[src/rtl/ris_pkg.sv]
package ris_pkg;

    typedef enum logic [1:0] {
        ST_IDLE,
        ST_DIV,
        ST_ARM,
        ST_WAIT
    } ris_state_e;

    localparam int unsigned RATE_A  = 60;
    localparam int unsigned LINES_A = 263;
    localparam int unsigned RATE_B  = 50;
    localparam int unsigned LINES_B = 314;

endpackage

[src/rtl/ris_serdiv.sv]
module ris_serdiv #(
    parameter int NW = 41,
    parameter int DW = 9,
    parameter int QW = 32
) (
    input  logic          clk,
    input  logic          rst_n,
    input  logic          start,
    input  logic [NW-1:0] dividend,
    input  logic [DW-1:0] divisor,
    output logic          done,
    output logic [QW-1:0] quotient
);
    localparam int CW = $clog2(NW + 1);

    logic          run_q;
    logic          done_q;
    logic [CW-1:0] cnt_q;
    logic [DW-1:0] rem_q;
    logic [DW-1:0] div_q;
    logic [NW-1:0] quo_q;
    logic [DW:0]   trial;
    logic          ge;

    // restoring step: shift in next dividend bit, subtract if it fits
    assign trial = {rem_q, quo_q[NW-1]};
    assign ge    = trial >= {1'b0, div_q};

    always_ff @(posedge clk or negedge rst_n) begin
        if (!rst_n) begin
            run_q  <= 1'b0;
            done_q <= 1'b0;
            cnt_q  <= '0;
            rem_q  <= '0;
            div_q  <= '0;
            quo_q  <= '0;
        end else if (start) begin
            run_q  <= 1'b1;
            done_q <= 1'b0;
            cnt_q  <= '0;
            rem_q  <= '0;
            div_q  <= divisor;
            quo_q  <= dividend;
        end else if (run_q) begin
            rem_q  <= ge ? DW'(trial - {1'b0, div_q}) : DW'(trial);
            quo_q  <= {quo_q[NW-2:0], ge};
            cnt_q  <= cnt_q + 1'b1;
            if (cnt_q == CW'(NW - 1)) begin
                run_q  <= 1'b0;
                done_q <= 1'b1;
            end
        end else begin
            done_q <= 1'b0;
        end
    end

    assign done     = done_q;
    assign quotient = quo_q[QW-1:0];

endmodule

[src/rtl/ris_status_regs.sv]
module ris_status_regs #(
    parameter int STAT_W  = 16,
    parameter int IRQ_BIT = 10
) (
    input  logic              clk,
    input  logic              rst_n,
    input  logic              fire,
    input  logic              st_wr,
    input  logic [STAT_W-1:0] st_wdata,
    input  logic              mask_wr,
    input  logic [STAT_W-1:0] mask_wdata,
    output logic [STAT_W-1:0] status,
    output logic [STAT_W-1:0] mask,
    output logic              irq
);
    logic [STAT_W-1:0] flag_q, flag_d;
    logic [STAT_W-1:0] mask_q;
    logic [STAT_W-1:0] set_vec;
    logic [STAT_W-1:0] clr_vec;

    always_comb begin
        set_vec = STAT_W'(fire) << IRQ_BIT;
        clr_vec = st_wr ? ~st_wdata : '0;
        // a same-cycle event overrides the acknowledge
        flag_d  = set_vec | (flag_q & ~clr_vec);
    end

    always_ff @(posedge clk or negedge rst_n) begin
        if (!rst_n) begin
            flag_q <= '0;
            mask_q <= '0;
        end else begin
            flag_q <= flag_d;
            if (mask_wr) mask_q <= mask_wdata;
        end
    end

    assign status = flag_q;
    assign mask   = mask_q;
    assign irq    = |(flag_q & mask_q);

endmodule

[src/rtl/raster_irq_sched.sv]
module raster_irq_sched
    import ris_pkg::*;
#(
    parameter int unsigned CLK_HZ  = 33868800,
    parameter int          CYC_W   = 32,
    parameter int          LINE_W  = 9,
    parameter int          HOFF_W  = 16,
    parameter int          CNT_W   = 8,
    parameter int          STAT_W  = 16,
    parameter int          IRQ_BIT = 10
) (
    input  logic              clk,
    input  logic              rst_n,
    input  logic [CYC_W-1:0]  cycle_cnt,
    input  logic              frame_start,
    input  logic              req_valid,
    input  logic              req_std,
    input  logic [CNT_W-1:0]  req_count,
    input  logic [HOFF_W-1:0] req_hoff,
    input  logic [LINE_W-1:0] req_line,
    input  logic              st_wr,
    input  logic [STAT_W-1:0] st_wdata,
    input  logic              mask_wr,
    input  logic [STAT_W-1:0] mask_wdata,
    output logic [STAT_W-1:0] status,
    output logic [STAT_W-1:0] mask,
    output logic              irq,
    output logic              busy
);
    localparam int PROD_W = CYC_W + LINE_W;
    localparam int DIV_W  = $clog2(LINES_B + 1);

    localparam logic [CYC_W-1:0] FRAME_A = CYC_W'(CLK_HZ / RATE_A);
    localparam logic [CYC_W-1:0] FRAME_B = CYC_W'(CLK_HZ / RATE_B);
    localparam logic [CYC_W-1:0] LINE_A  = CYC_W'(CLK_HZ / RATE_A / LINES_A);
    localparam logic [CYC_W-1:0] LINE_B  = CYC_W'(CLK_HZ / RATE_B / LINES_B);

    ris_state_e state_q, state_d;

    logic              std_q;
    logic [HOFF_W-1:0] hoff_q;
    logic [CNT_W-1:0]  rem_q;
    logic [CYC_W-1:0]  frame_ref_q;
    logic [CYC_W-1:0]  ref_q;
    logic [CYC_W-1:0]  rel_q;

    logic [CYC_W-1:0]  frame_req;
    logic [CYC_W-1:0]  frame_cur;
    logic [CYC_W-1:0]  line_cur;
    logic [PROD_W-1:0] dividend;
    logic [DIV_W-1:0]  divisor;
    logic              div_done;
    logic [CYC_W-1:0]  quotient;
    logic [CYC_W-1:0]  elapsed;
    logic              fire;
    logic              last_evt;

    // per-standard constants for the incoming request and the armed burst
    assign frame_req = req_std ? FRAME_B : FRAME_A;
    assign divisor   = req_std ? DIV_W'(LINES_B) : DIV_W'(LINES_A);
    assign dividend  = PROD_W'(req_line) * PROD_W'(frame_req);
    assign frame_cur = std_q ? FRAME_B : FRAME_A;
    assign line_cur  = std_q ? LINE_B : LINE_A;

    ris_serdiv #(
        .NW (PROD_W),
        .DW (DIV_W),
        .QW (CYC_W)
    ) u_div (
        .clk      (clk),
        .rst_n    (rst_n),
        .start    (req_valid),
        .dividend (dividend),
        .divisor  (divisor),
        .done     (div_done),
        .quotient (quotient)
    );

    // wrap-safe: offset from reference compared against armed offset
    assign elapsed  = cycle_cnt - ref_q;
    assign fire     = (state_q == ST_WAIT) && !req_valid && (elapsed >= rel_q);
    assign last_evt = (rem_q == CNT_W'(1));

    // state register
    always_ff @(posedge clk or negedge rst_n) begin
        if (!rst_n) state_q <= ST_IDLE;
        else        state_q <= state_d;
    end

    // next state
    always_comb begin
        state_d = state_q;
        unique case (state_q)
            ST_IDLE: if (req_valid) state_d = ST_DIV;
            ST_DIV: begin
                if (req_valid)     state_d = ST_DIV;
                else if (div_done) state_d = ST_ARM;
            end
            ST_ARM: begin
                if (req_valid) state_d = ST_DIV;
                else           state_d = ST_WAIT;
            end
            ST_WAIT: begin
                if (req_valid)           state_d = ST_DIV;
                else if (fire && last_evt) state_d = ST_IDLE;
            end
            default: state_d = ST_IDLE;
        endcase
    end

    // frame reference tracking
    always_ff @(posedge clk or negedge rst_n) begin
        if (!rst_n)           frame_ref_q <= '0;
        else if (frame_start) frame_ref_q <= cycle_cnt;
    end

    // burst datapath
    always_ff @(posedge clk or negedge rst_n) begin
        if (!rst_n) begin
            std_q  <= 1'b0;
            hoff_q <= '0;
            rem_q  <= '0;
            ref_q  <= '0;
            rel_q  <= '0;
        end else if (req_valid) begin
            std_q  <= req_std;
            hoff_q <= req_hoff;
            rem_q  <= (req_count == '0) ? CNT_W'(1) : req_count;
            ref_q  <= frame_start ? cycle_cnt : frame_ref_q;
        end else begin
            unique case (state_q)
                ST_ARM:  rel_q <= frame_cur + quotient + CYC_W'(hoff_q);
                ST_WAIT: begin
                    if (fire) begin
                        rem_q <= rem_q - 1'b1;
                        if (!last_evt) rel_q <= rel_q + line_cur;
                    end
                end
                default: ;
            endcase
        end
    end

    // outputs
    always_comb begin
        busy = (state_q != ST_IDLE);
    end

    ris_status_regs #(
        .STAT_W  (STAT_W),
        .IRQ_BIT (IRQ_BIT)
    ) u_stat (
        .clk        (clk),
        .rst_n      (rst_n),
        .fire       (fire),
        .st_wr      (st_wr),
        .st_wdata   (st_wdata),
        .mask_wr    (mask_wr),
        .mask_wdata (mask_wdata),
        .status     (status),
        .mask       (mask),
        .irq        (irq)
    );

endmodule

[config.mk]
export PLATFORM = sky130hd
export DESIGN_NAME = raster_irq_sched
export DESIGN_NICKNAME = d
export VERILOG_FILES = /design/src/rtl/ris_pkg.sv /design/src/rtl/ris_serdiv.sv /design/src/rtl/ris_status_regs.sv /design/src/rtl/raster_irq_sched.sv
export SDC_FILE = /design/constraint.sdc
export NUM_CORES = 1
export LEC_CHECK = 0
export ABC_AREA = 1
export BUFFER_PORTS_ARGS = -buffer_cell sky130_fd_sc_hd__buf_2
export CORE_MARGIN = 4
export CORE_UTILIZATION = 62
export DETAILED_ROUTE_END_ITERATION = 12
export PLACE_DENSITY = 0.91
export SYNTH_ARGS = -nofsm -noshare
export SYNTH_HDL_FRONTEND = slang
export SYNTH_SLANG_ARGS = --single-unit
[constraint.sdc]
create_clock -name clk -period 4.7 [get_ports clk]
set_input_delay 0.94 -clock clk [delete_from_list [all_inputs] [get_ports clk]]
set_output_delay 0.94 -clock clk [all_outputs]
set_load 0.02 [all_outputs]
======== After elaboration in Yosys (flattened, before gate mapping) ========
Cells that the tools add are included.
word-level totals
  register bits after elaboration ......... 222
  logic and storage cells ................. 90
  memories ................................ 0
  memory bits (writable) .................. 0
  bits of input ports ..................... 104
  latch bits .............................. 0
  ROM bits ................................ 0
  output and inout port bits .............. 34
cells by class
  muxes and demuxes ....................... 33
  eq/ne operators ......................... 11
  multiply operators ...................... 1
  $add $sub $neg .......................... 7
  bitwise operators ....................... 6
  $lt $le $gt $ge ......................... 2
  reduce and logical (&&, ||, !) cells .... 15
  divide/modulo/power cells ............... 0
  shifts and indexed selects .............. 0
operators with widths
  operator                                       number
  two-way mux 32 bit                             3
  two-way mux 41 bit                             2
  case mux 32 bit (2 select lines)               1
  two-way mux 18 bit                             2
  adder 20 x 32 -> 32 bit                        1
  adder 32 x 12 -> 32 bit                        1
  adder 32 x 16 -> 32 bit                        1
  bitwise AND 16 bit                             2
  >= comparator 32 bit                           1
  two-way mux 8 bit                              4
  inverter 16 bit                                2
  subtractor 32 bit                              1
  multiplier 9 x 20 -> 29 bit                    1
  two-way mux 9 bit                              3
  two-way mux 6 bit                              3
  two-way mux 16 bit                             1
  OR 11 x 16 -> 16 bit                           1
  OR reduction 16 bit                            1
  two-way mux 2 bit                              6
  >= comparator 10 x 9 -> 1 bit                  1
  nonzero test 2 bit                             5
  subtractor 9 bit                               1
  == test 8 x 1 -> 1 bit, second input constant  1
  logical NOT 8 bit                              1
  18 further kinds                               29

======== Longest topological paths before layout ========
  depth after elaboration ................. 7
  depth in mapped cells ................... 27
  mapped depth without buffers ............ 26

======== Cells and area by module ========
From an unflattened synthesis, not the netlist that was laid out.
second synthesis, totals
  cells, all modules ...................... 2,510
  area, all modules ....................... 18,448.9 um^2
modules (own cells, without submodules)
  module            area an instance (um^2)  times used  cells each
  raster_irq_sched  13,399.1                 1           1,951
  ris_serdiv        3,732.3                  1           454
  ris_status_regs   1,317.5                  1           105

======== Least setup slack after synthesis ========
No wires, ideal clock.
  kind .................................... input to register
  start point ............................. input req_std
  end point ............................... register u_div.quo_q[18]
  path buffers ............................ 2
  slack ................................... -0.281 ns
  stages on the path ...................... 15
  arrival ................................. 4.839 ns
  required time ........................... 4.558 ns
  cell sequence ........................... clkbuf_1 > clkbuf_1 > nand2_1 > inv_1 > fa_1 > fa_1 > fa_1 > fa_1 > ha_1 > a21oi_1 > a21boi_0 > inv_1 > or2_2 > nand3_1 > o221ai_1
between the ends
  longest elaborated chain between the ends .. 3
ends and longest elaborated chain
  item                         line                    RTL
  start: declaration           raster_irq_sched.sv:17  input logic req_std,
  two-way mux 18 bit           raster_irq_sched.sv:59  assign frame_req = req_std ? FRAME_B : FRAME_A;
  multiplier 9 x 20 -> 29 bit  raster_irq_sched.sv:61  assign dividend = PROD_W'(req_line) * PROD_W'(frame_req);
  two-way mux 41 bit           ris_serdiv.sv:37        end else if (start) begin
  end signal: assignment       ris_serdiv.sv:43        quo_q <= dividend;
  end signal: assignment       ris_serdiv.sv:46        quo_q <= {quo_q[NW-2:0], ge};
  end: declaration             ris_serdiv.sv:21        logic [NW-1:0] quo_q;
No other way between the ends.
A chain may end at the register's enable or synchronous reset.

======== Worst setup path in the final report ========
  start point ............................. input req_std
  end point ............................... register u_div.quo_q[23]
Same word-level chain as after synthesis.

==> reports/results.ini <==
[outcome]
status=finished clean

[placement]
gp_congestion=1.01
io_buffers=137
dp_hpwl_um=38400
placed_cells=2910

[worst_setup_path]
endpoint_kind=flip-flop
critPathTopFamily=adder cells
cp-start-kind=input pin
cp.required_ns=5.12
cpPeakStageDelay_ns=0.53
crit_slowest_cell=fa_1
worstPathMaxFanout=17
rrSetupSlack_ns=0.70
crit_buf_inv=2
critPathKind=input pin to flip-flop
path_cells=buf_2 > nand2_1 > inv_1 > fa_1 > fa_1 > fa_1 > fa_1 > ha_1 > nand2_1 > o21a_1 > nand2_1 > nand2_1 > nor2_1 > nor2_1 > xnor2_1 > a21o_1
cp_data_arrival_time_ns=4.74

[global_route]
grt_pass1_wl_um=81400
grt.overflow.total=0
grt_use_total=0.317
grt_start_max_net_pins=106
antenna_found_initial=0
grt_pass1_vias=16590

[synth]
synth_warnings=0
synth-async-reset-ratio=1.00
synth_seq_area_share=0.306
synthFlopType=dfrtp_1
syn_inst=2399
synthDistinctLibCells=51
synth_top_area_cell=dfrtp_1
synth_most_common_cell=nand2_1
ys_top_cells_by_count=661 x nand2_1, 389 x inv_1, 215 x dfrtp_1
synthTopCellsByArea=dfrtp_1 31%, nand2_1 14%, ha_1 11%
syn_area_per_cell_sq_um=7.33
ys_ff_latch=215
synth_top_area_frac=0.306
synth_area_sq_um=17600
synth_edf_count=0

[min_path]
hp-class=input pin to asynchronous set/reset pin

[clock_network]
cts.clk_slew.worst_paths_ns=0.06
cts_resized=0
numCtsBuffers=25
htreeDepth=1
cts_tree=built
root_buffer=clkbuf_16
clk_path_buf_depth=3
postCtsSetupRepairBufs=0
clkSinkCount=215
clk_latency_ns=0.53
postCtsHoldBufs=0

[timing]
drv_slew=0
hold_viol_final=0
rsz0062_at_grt=false
setup_tns_ns=0
fmax_mhz=231
slew_headroom=0.354
worst_pin_slew_ns=0.970
finalCritPeriodShare=0.920
setup_viol=0
min_period_ns=4.32
finalClockSkew_ns=0.0128

[layout]
multi_input_area_sq_um=10500
nets=2872
antennaDiodeCount=0
drive_above_1_share=0.118
syn_to_final_growth_pct=11.8
fin_cells=2955
fillers=2250
regArea_sq_um=5380

[die]
die_h_um=176
start_util=0.631
die-area_sq_um=31100
io-pin-count=138
core_sq_um=27900
row_count=61
die_w_um=176

[detailed_routing]
routed_wl_um=49600
viasPerCell=5.63
via_count=16640
drc_errors=0
drtIter0Drc=1354
antenna_left=0
wl_per_cell_um=16.8
dr.pass1.iters=6

[power_and_ir_drop]
ir_worst_vdd_mv=0.317
p_leak_nw=10.5
power.density_cell_area_nw_per_um2=484

[run]
maxCapViolations=0

## final timing paths
kind	from	end	cells after the start
setup / recovery	req_std	u_div.quo_q[23]	16
hold reg to reg	hoff_q[2]	hoff_q[2]	2
min in group clk	hoff_q[2]	hoff_q[2]	2
hold / removal	rst_n	rel_q[3]	1
max in group asynchronous	rst_n	frame_ref_q[21]	2
setup reg to reg	ref_q[0]	rel_q[6]	24
## cell type report
type,instances,area share
Tap cell,378,0.0240
Timing Repair Buffer,181,0.0529
Inverter,393,0.0750
Clock inverter,9,0.00547
Multi-Input combinational cell,1743,0.533
Clock buffer,36,0.0359
Sequential cell,215,0.274
## per-layer routing
metal  up-vias  routed length (um)  global-route usage
met1      7843               19500               0.386
met4         0                2360               0.133
met3       154                2510              0.0370
li1       8057                   -                   -
met5         -                   0                   0
met2       586               25200               0.572
## sequential cells by signal, summed over array words and instances, names as in the netlist
name / cells
u_div.quo_q: 41
frame_ref_q: 32
ref_q: 32
rel_q: 32
hoff_q: 16
u_stat.mask: 16
u_stat.status: 16
u_div.rem_q: 9
rem_q: 8
u_div.cnt_q: 6
u_div.div_q: 3
state_q: 2
u_div.done: 1
u_div.run_q: 1
## report_power, final
part           internal [mW]  switching [mW]  total (mW)
Sequential              2.20           0.412        2.61
Clock                   1.15           0.804        1.96
Combinational           1.86            3.09        4.96
Total                   5.22            4.31        9.53
## metrics by stage
| stage | setup slack [ns] | instance area (sq um) | util | hold WS [ns] | power, mW |
|---|---|---|---|---|---|
| final | 0.376 | 19700 | 0.706 | 0.416 | 9.53 |
| after global routing | 0.117 | 19700 | 0.706 | 0.478 | 10.3 |
| after CTS | 0.416 | 19700 | 0.706 | 0.464 | 9.48 |
| after detailed placement | -0.136 | 18900 | 0.677 | 0.471 | 7.47 |
| after global placement | 0.00280 | 18900 | 0.677 | 0.466 | 7.28 |
| after floorplan | 0.0266 | 17600 | - | 0.448 | 5.97 |
## kinds of logic after synthesis
group,share of synthesized area
DFF,0.306
and+or+nand+nor,0.263
buffers and inverters,0.101
AOI/OAI and AO/OA,0.113
muxes,0.0262
adders and majority gates,0.170
xor gates and xnor gates,0.0204
other,0.000427
## placed cells by master, fill, tap and decap left out, types with 4 or more instances in the layout
cell,count
nand2_2,12
nor4_1,10
o21a_1,14
xnor2_1,13
mux2_2,41
o22ai_1,31
conb_1,12
o221ai_1,14
xor2_1,28
clkbuf_8,4
fa_1,51
nand2_1,661
clkbuf_1,7
o21ai_0,119
nor2_2,8
buf_2,135
a21oi_1,117
o21bai_1,9
nor2_1,153
a21boi_0,4
a21o_1,9
nor3_1,28
dfrtp_1,215
inv_1,389
clkbuf_16,25
buf_4,44
nand3_1,163
nand2_4,4
o21ai_1,8
nand4_1,29
ha_1,158
o211ai_1,8
o31ai_1,5
Power figures use the tool's default switching activity.
